**src/rtl/msg_len_pkg.sv**
```systemverilog
package msg_len_pkg;
  function automatic int unsigned ptr_bits(input int unsigned depth);
    return (depth > 1) ? $clog2(depth) : 1;
  endfunction
endpackage

```
**src/rtl/rx_len_count.sv**
```systemverilog
module rx_len_count #(
  parameter int W = 16
) (
  input  logic         clk,
  input  logic         rst,
  input  logic         som,
  input  logic         chr,
  input  logic         eom,
  output logic         push,
  output logic [W-1:0] push_val
);
  localparam logic [W-1:0] MAXV = '1;

  logic [W-1:0] cnt;
  logic [W-1:0] cnt_inc;

  always_comb begin
    cnt_inc = (cnt == MAXV) ? cnt : cnt + 1'b1;
    push    = eom;
    if (som)      push_val = cnt;
    else if (chr) push_val = cnt_inc;
    else          push_val = cnt;
  end

  always_ff @(posedge clk) begin
    if (rst)      cnt <= '0;
    else if (som) cnt <= chr ? W'(1) : '0;
    else if (chr) cnt <= cnt_inc;
  end

  a_r2_saturate: assert property (@(posedge clk) disable iff (rst)
    (cnt == MAXV && chr && !som) |=> (cnt == MAXV));
  a_r1_som_clear: assert property (@(posedge clk) disable iff (rst)
    (som && !chr) |=> (cnt == '0));
endmodule

```
**src/rtl/len_fifo.sv**
```systemverilog
module len_fifo #(
  parameter int W     = 16,
  parameter int DEPTH = 4
) (
  input  logic         clk,
  input  logic         rst,
  input  logic         push,
  input  logic [W-1:0] din,
  input  logic         rd,
  output logic [W-1:0] dout,
  output logic         nempty,
  output logic         ovf,
  input  logic         ovf_clr
);
  localparam int AW = msg_len_pkg::ptr_bits(DEPTH);
  localparam int CW = $clog2(DEPTH + 1);
  localparam logic [AW-1:0] LAST = AW'(DEPTH - 1);

  logic [W-1:0]  mem [DEPTH];
  logic [AW-1:0] wr_ptr, rd_ptr;
  logic [CW-1:0] count;
  logic          full, empty, do_push, do_pop, drop;

  always_comb begin
    full    = (count == CW'(DEPTH));
    empty   = (count == '0);
    do_push = push && !full;
    drop    = push && full;
    do_pop  = rd && !empty;
    nempty  = !empty;
  end

  always_ff @(posedge clk) begin
    if (do_push) mem[wr_ptr] <= din;
  end

  always_ff @(posedge clk) begin
    if (rst)            dout <= '0;
    else if (do_pop)    dout <= mem[rd_ptr];
    else if (rd)        dout <= '0;
  end

  always_ff @(posedge clk) begin
    if (rst) begin
      wr_ptr <= '0;
      rd_ptr <= '0;
      count  <= '0;
      ovf    <= 1'b0;
    end else begin
      if (do_push) wr_ptr <= (wr_ptr == LAST) ? '0 : wr_ptr + 1'b1;
      if (do_pop)  rd_ptr <= (rd_ptr == LAST) ? '0 : rd_ptr + 1'b1;
      case ({do_push, do_pop})
        2'b10:   count <= count + 1'b1;
        2'b01:   count <= count - 1'b1;
        default: count <= count;
      endcase
      if (drop)         ovf <= 1'b1;
      else if (ovf_clr) ovf <= 1'b0;
    end
  end

  a_r3_depth_bound: assert property (@(posedge clk) disable iff (rst)
    count <= CW'(DEPTH));
  a_r4_empty_read: assert property (@(posedge clk) disable iff (rst)
    (rd && empty && !push) |=> (dout == '0 && count == '0));
  a_r5_drop_flags: assert property (@(posedge clk) disable iff (rst)
    (push && full) |=> ovf);
  a_r5_ovf_sticky: assert property (@(posedge clk) disable iff (rst)
    (ovf && !ovf_clr) |=> ovf);
endmodule

```
**src/rtl/tx_len_count.sv**
```systemverilog
module tx_len_count #(
  parameter int W = 16
) (
  input  logic         clk,
  input  logic         rst,
  input  logic         preset_mode,
  input  logic         cfg_wr,
  input  logic [W-1:0] cfg_data,
  input  logic         som,
  input  logic         fifo_wr,
  input  logic         byte_sent,
  output logic [W-1:0] count,
  output logic         term
);
  logic [W-1:0] preset;
  logic [W-1:0] inflight;
  logic         pend;
  logic         load_now, cnt_wr, retire;
  logic [W-1:0] load_val;

  always_comb begin
    load_now = (cfg_wr && !preset_mode) || (som && preset_mode);
    load_val = preset_mode ? preset : cfg_data;
    cnt_wr   = fifo_wr && (count != '0) && !load_now;
    retire   = byte_sent && (inflight != '0);
  end

  always_ff @(posedge clk) begin
    if (rst) begin
      preset   <= '0;
      count    <= '0;
      inflight <= '0;
      pend     <= 1'b0;
      term     <= 1'b0;
    end else begin
      term <= 1'b0;
      if (preset_mode && cfg_wr) preset <= cfg_data;
      if (load_now) begin
        count    <= load_val;
        inflight <= '0;
        pend     <= 1'b0;
      end else begin
        if (cnt_wr) count <= count - 1'b1;
        case ({cnt_wr, retire})
          2'b10:   inflight <= inflight + 1'b1;
          2'b01:   inflight <= inflight - 1'b1;
          default: inflight <= inflight;
        endcase
        if (cnt_wr && count == W'(1)) pend <= 1'b1;
        if (pend && retire && inflight == W'(1) && !cnt_wr) begin
          term <= 1'b1;
          pend <= 1'b0;
        end
      end
    end
  end

  a_r9_single_pulse: assert property (@(posedge clk) disable iff (rst)
    term |=> !term);
  a_r8_hold_zero: assert property (@(posedge clk) disable iff (rst)
    (count == '0 && fifo_wr && !cfg_wr && !som) |=> (count == '0));
  a_r6_direct_load: assert property (@(posedge clk) disable iff (rst)
    (cfg_wr && !preset_mode) |=> (count == $past(cfg_data)));
  a_r9_needs_sent: assert property (@(posedge clk) disable iff (rst)
    $rose(term) |-> $past(byte_sent));
endmodule

```
**src/rtl/msg_len_tracker.sv**
```systemverilog
module msg_len_tracker #(
  parameter int CNT_W = 16,
  parameter int DEPTH = 4
) (
  input  logic             clk,
  input  logic             rst,
  input  logic             rx_som_i,
  input  logic             rx_char_i,
  input  logic             rx_eom_i,
  input  logic             len_rd_i,
  output logic [CNT_W-1:0] len_data_o,
  output logic             len_nempty_o,
  output logic             len_ovf_o,
  input  logic             len_ovf_clr_i,
  input  logic             tx_preset_mode_i,
  input  logic             tx_cfg_wr_i,
  input  logic [CNT_W-1:0] tx_cfg_data_i,
  input  logic             tx_som_i,
  input  logic             tx_fifo_wr_i,
  input  logic             tx_byte_sent_i,
  output logic [CNT_W-1:0] tx_count_o,
  output logic             tx_term_o
);
  logic             rx_push;
  logic [CNT_W-1:0] rx_val;

  rx_len_count #(.W(CNT_W)) u_rx (
    .clk(clk), .rst(rst), .som(rx_som_i), .chr(rx_char_i), .eom(rx_eom_i),
    .push(rx_push), .push_val(rx_val)
  );

  len_fifo #(.W(CNT_W), .DEPTH(DEPTH)) u_fifo (
    .clk(clk), .rst(rst), .push(rx_push), .din(rx_val), .rd(len_rd_i),
    .dout(len_data_o), .nempty(len_nempty_o), .ovf(len_ovf_o),
    .ovf_clr(len_ovf_clr_i)
  );

  tx_len_count #(.W(CNT_W)) u_tx (
    .clk(clk), .rst(rst), .preset_mode(tx_preset_mode_i), .cfg_wr(tx_cfg_wr_i),
    .cfg_data(tx_cfg_data_i), .som(tx_som_i), .fifo_wr(tx_fifo_wr_i),
    .byte_sent(tx_byte_sent_i), .count(tx_count_o), .term(tx_term_o)
  );
endmodule

```
**config.mk**
```make
export PLATFORM = sky130hd
export DESIGN_NAME = msg_len_tracker
export DESIGN_NICKNAME = d
export VERILOG_FILES = /design/src/rtl/msg_len_pkg.sv /design/src/rtl/rx_len_count.sv /design/src/rtl/len_fifo.sv /design/src/rtl/tx_len_count.sv /design/src/rtl/msg_len_tracker.sv
export SDC_FILE = /design/constraint.sdc
export NUM_CORES = 1
export LEC_CHECK = 0
export BUFFER_PORTS_ARGS = -buffer_cell sky130_fd_sc_hd__buf_2
export CELL_PAD_IN_SITES_DETAIL_PLACEMENT = 0
export CELL_PAD_IN_SITES_GLOBAL_PLACEMENT = 1
export CORE_MARGIN = 2
export CORE_UTILIZATION = 43
export DETAILED_ROUTE_END_ITERATION = 7
export PLACE_DENSITY = 0.82
export REMOVE_ABC_BUFFERS = 1
export SLEW_MARGIN = 20
export SYNTH_ARGS = -nofsm -noshare
export SYNTH_HDL_FRONTEND = slang
export SYNTH_HIERARCHICAL = 1
export SYNTH_SLANG_ARGS = --single-unit
```
**constraint.sdc**
```tcl
create_clock -name clk -period 3 [get_ports clk]
set_clock_uncertainty 0.05 [all_clocks]
set_input_delay 0.6 -clock clk [delete_from_list [all_inputs] [get_ports clk]]
set_output_delay 0.6 -clock clk [all_outputs]
set_load 0.03 [all_outputs]
```
==> metrics.cfg <==
[placed_design]
gp_congestion = 0.878
dpl.cell_count = 960
dp_hpwl_mm = 10.7
io_buffers = 62
pre_cts_ws_ns = 0.0434

[sta]
slew_headroom = 0.435
worst_slew_pin_slew_ns = 0.847
layout_setup_ws_ns = 0.142
rsz0062_at_grt = true
fmax_mhz = 350
period_needed_ns = 2.86
finalCritPeriodShare = 0.953
setup_viol = 0
hold_slack_ns = 0.363
hold_viol = 0
final_max_slew_viol_count = 0

[clock_tree]
cts_tree = built
cts_num_sinks = 156
clockBufferDepth = 2
cts_buffers = 17
post-cts-setup-buffers = 0
clk_pin_slew_worst_paths_ns = 0.07
htree_num_levels = 4
worstSkewPairLatency_ns = 0.43
cts-root-buf = clkbuf_16

[cells_and_area]
layout-drive-gt1-share = 0.219
final_nets = 797
finalNonFillerCells = 992
antenna_cells = 0
syn2layout_area_growth_pct = 15.3
utilization = 0.504

[setup_path]
path_cells = nor4_4, nand4_1, and3_1, inv_1, ha_1, or4b_1, o22a_1, a211oi_1, xnor2_1, nor2_1
cp_data_arrival_time_ns = 3.09
slowest_stage = or4b_1
crit_type = register to register
cpPeakStageDelay_ns = 0.48
start_kind = register
required_ns = 3.23
end_kind = register
path_max_fanout = 6

[run]
cap_viol_max_count = 0

[logic_synthesis]
avgSynthCellArea_um2 = 10.8
ys_seq_area_frac = 0.500
netlist.area_leader.share = 0.255
async_flop_share = 0
netlist_instances = 695
synth_cell_type_count = 75
synth-seq-cells = 156
yosys.area.top_type = edfxtp_1
synth_warnings = 6
synth_edf_count = 64
synth.area.top_cells = edfxtp_1 (26%), dfxtp_1 (24%), mux4_2 (4.8%)
synthFlopType = dfxtp_1
synthesis.area_um2 = 7530

[power]
power.density_nw_per_um2 = 652
ir_drop_mv = 0.432
cellLeakagePower_nw = 3.23

[route]
vias_per_cell = 5.50
drt_first_pass_iters = 5
drt_iter0_drc = 272
via_count = 5453
detail-route-antenna-nets = 0
post_drt_wl_per_cell_um = 15.5
routed_wl_mm = 15.3
drc = 0

[die]
core_area_um2 = 17200
die_h_um = 136
die-area_um2 = 18600
rows = 48
initial_utilization = 0.437
die_x_um = 136
io_pins = 63

[outcome]
status = complete, no violations

[grt]
grt_use_total = 0.171
grt-ovfl-total = 0
grt_max_degree = 35
grt_pass1_vias = 5172
grt_pass1_wl_mm = 25.1
antenna_found_initial = 0

[worst_hold_path]
hold_path.class = input pin to register

==> logic make-up after synthesis <==
family | Yosys count | synth area share
simple gates | 238 | 0.183
compound gates | 149 | 0.134
buf+inv | 67 | 0.0432
mux | 32 | 0.0698
xor+xnor | 38 | 0.0442
fa+ha+maj | 15 | 0.0259
flops | 156 | 0.500
==> path summary, 6_finish.rpt <==
kind | cells past startpoint | end | slack, ns | startpoint
max | 10 | u_tx/inflight[12]$_SDFFE_PP0P_ | 0.14 | u_tx/count[5]$_SDFFE_PP0P_
min | 3 | u_tx/preset[12]$_SDFFE_PP0P_ | 0.36 | tx_cfg_data_i[12]
max reg2reg | 10 | u_tx/inflight[12]$_SDFFE_PP0P_ | 0.14 | u_tx/count[5]$_SDFFE_PP0P_
min reg2reg | 2 | u_tx/preset[8]$_SDFFE_PP0P_ | 0.41 | u_tx/preset[8]$_SDFFE_PP0P_
==> cell usage after synthesis (all sizes together), types with 4 or more instances <==
| cell | number |
|---|---|
| and4 | 7 |
| a22o | 17 |
| mux4 | 16 |
| xnor2 | 14 |
| mux2i | 12 |
| nor2b | 15 |
| nor4 | 10 |
| or3 | 11 |
| nand4b | 4 |
| a211oi | 29 |
| dfxtp | 92 |
| and3 | 11 |
| nor2 | 37 |
| nor3b | 5 |
| ha | 14 |
| nand4 | 15 |
| clkbuf | 28 |
| a2111o | 4 |
| nand2 | 67 |
| o21ai | 22 |
| a31oi | 7 |
| edfxtp | 64 |
| a21oi | 46 |
| mux2 | 4 |
| inv | 16 |
| nand3 | 19 |
| nor3 | 11 |
| buf | 21 |
| nand3b | 4 |
| xor2 | 24 |
==> cells in the final DEF (no fill, tap or decap), types with 22 or more instances in the layout <==
| cell type | count |
|---|---|
| buf_2 | 62 |
| dfxtp_1 | 92 |
| o21ai_0 | 22 |
| buf_4 | 27 |
| a211oi_1 | 28 |
| a21oi_1 | 46 |
| edfxtp_1 | 64 |
| nor2_1 | 36 |
| nand2_1 | 67 |
| xor2_1 | 24 |
==> state kept, by name, summed over array words and instances (netlist names), named ones only <==
register,count
u_fifo/mem,64
u_fifo/dout,16
u_rx/cnt,16
u_tx/count,16
u_tx/inflight,16
u_tx/preset,16
u_fifo/count,3
u_fifo/rd_ptr,2
u_fifo/wr_ptr,2
u_fifo/ovf,1
u_tx/pend,1
u_tx/term,1
==> per-stage QoR <==
step	power [mW]	TNS [ns]	cell area [um^2]
after CTS	5.71	0	8640
after detailed placement	3.65	0	8070
after floorplan	3.31	-11.80	7270
after global placement	3.62	0	8070
after global routing	5.95	-0.120	8680
final	5.66	0	8680
==> layer usage <==
| metal | vias to the layer above | global-route usage | part of all wire | wire length [um] |
|---|---|---|---|---|
| met5 | - | 0 | 0 | 0 |
| met4 | 0 | 0.0451 | 0.0079 | 121 |
| met3 | 16 | 0.0556 | 0.051 | 786 |
| met2 | 140 | 0.286 | 0.48 | 7430 |
| met1 | 2593 | 0.214 | 0.46 | 7000 |
| li1 | 2704 | - | - | - |
==> layout make-up <==
cell class	count	area (um^2)
clock inverter	14	136
timing repair buffer	89	513
clock buffer	18	429
tap	225	282
sequential	156	3760
fill	1535	8550
multi-input combinational	472	3490
inverter	18	67.6
==> what timing repair did <==
| item | 4_1_cts | 5_1_grt |
|---|---|---|
| hold buffers | 0 | 0 |
| setup endpoints to repair | 0 | 9 |
| gates resized for setup | 0 | 7 |
==> worst max-delay path: cells and delay by family, from the launching register on <==
family,cells,cell delay (ns)
buffers and inverters,1,0.10
xor gates and xnor gates,1,0.16
AOI/OAI and AO/OA,2,0.52
and+or+nand+nor,5,1.29
DFF,1,0.38
adders and majority gates,1,0.22
==> where the power goes <==
group	switching [mW]	leakage (nW)	internal, mW
registers	0.115	1.38	2.38
clock network	0.894	0.274	1.16
logic	0.643	1.58	0.467
total	1.65	3.23	4.01
(Power assumes the default switching activity.)
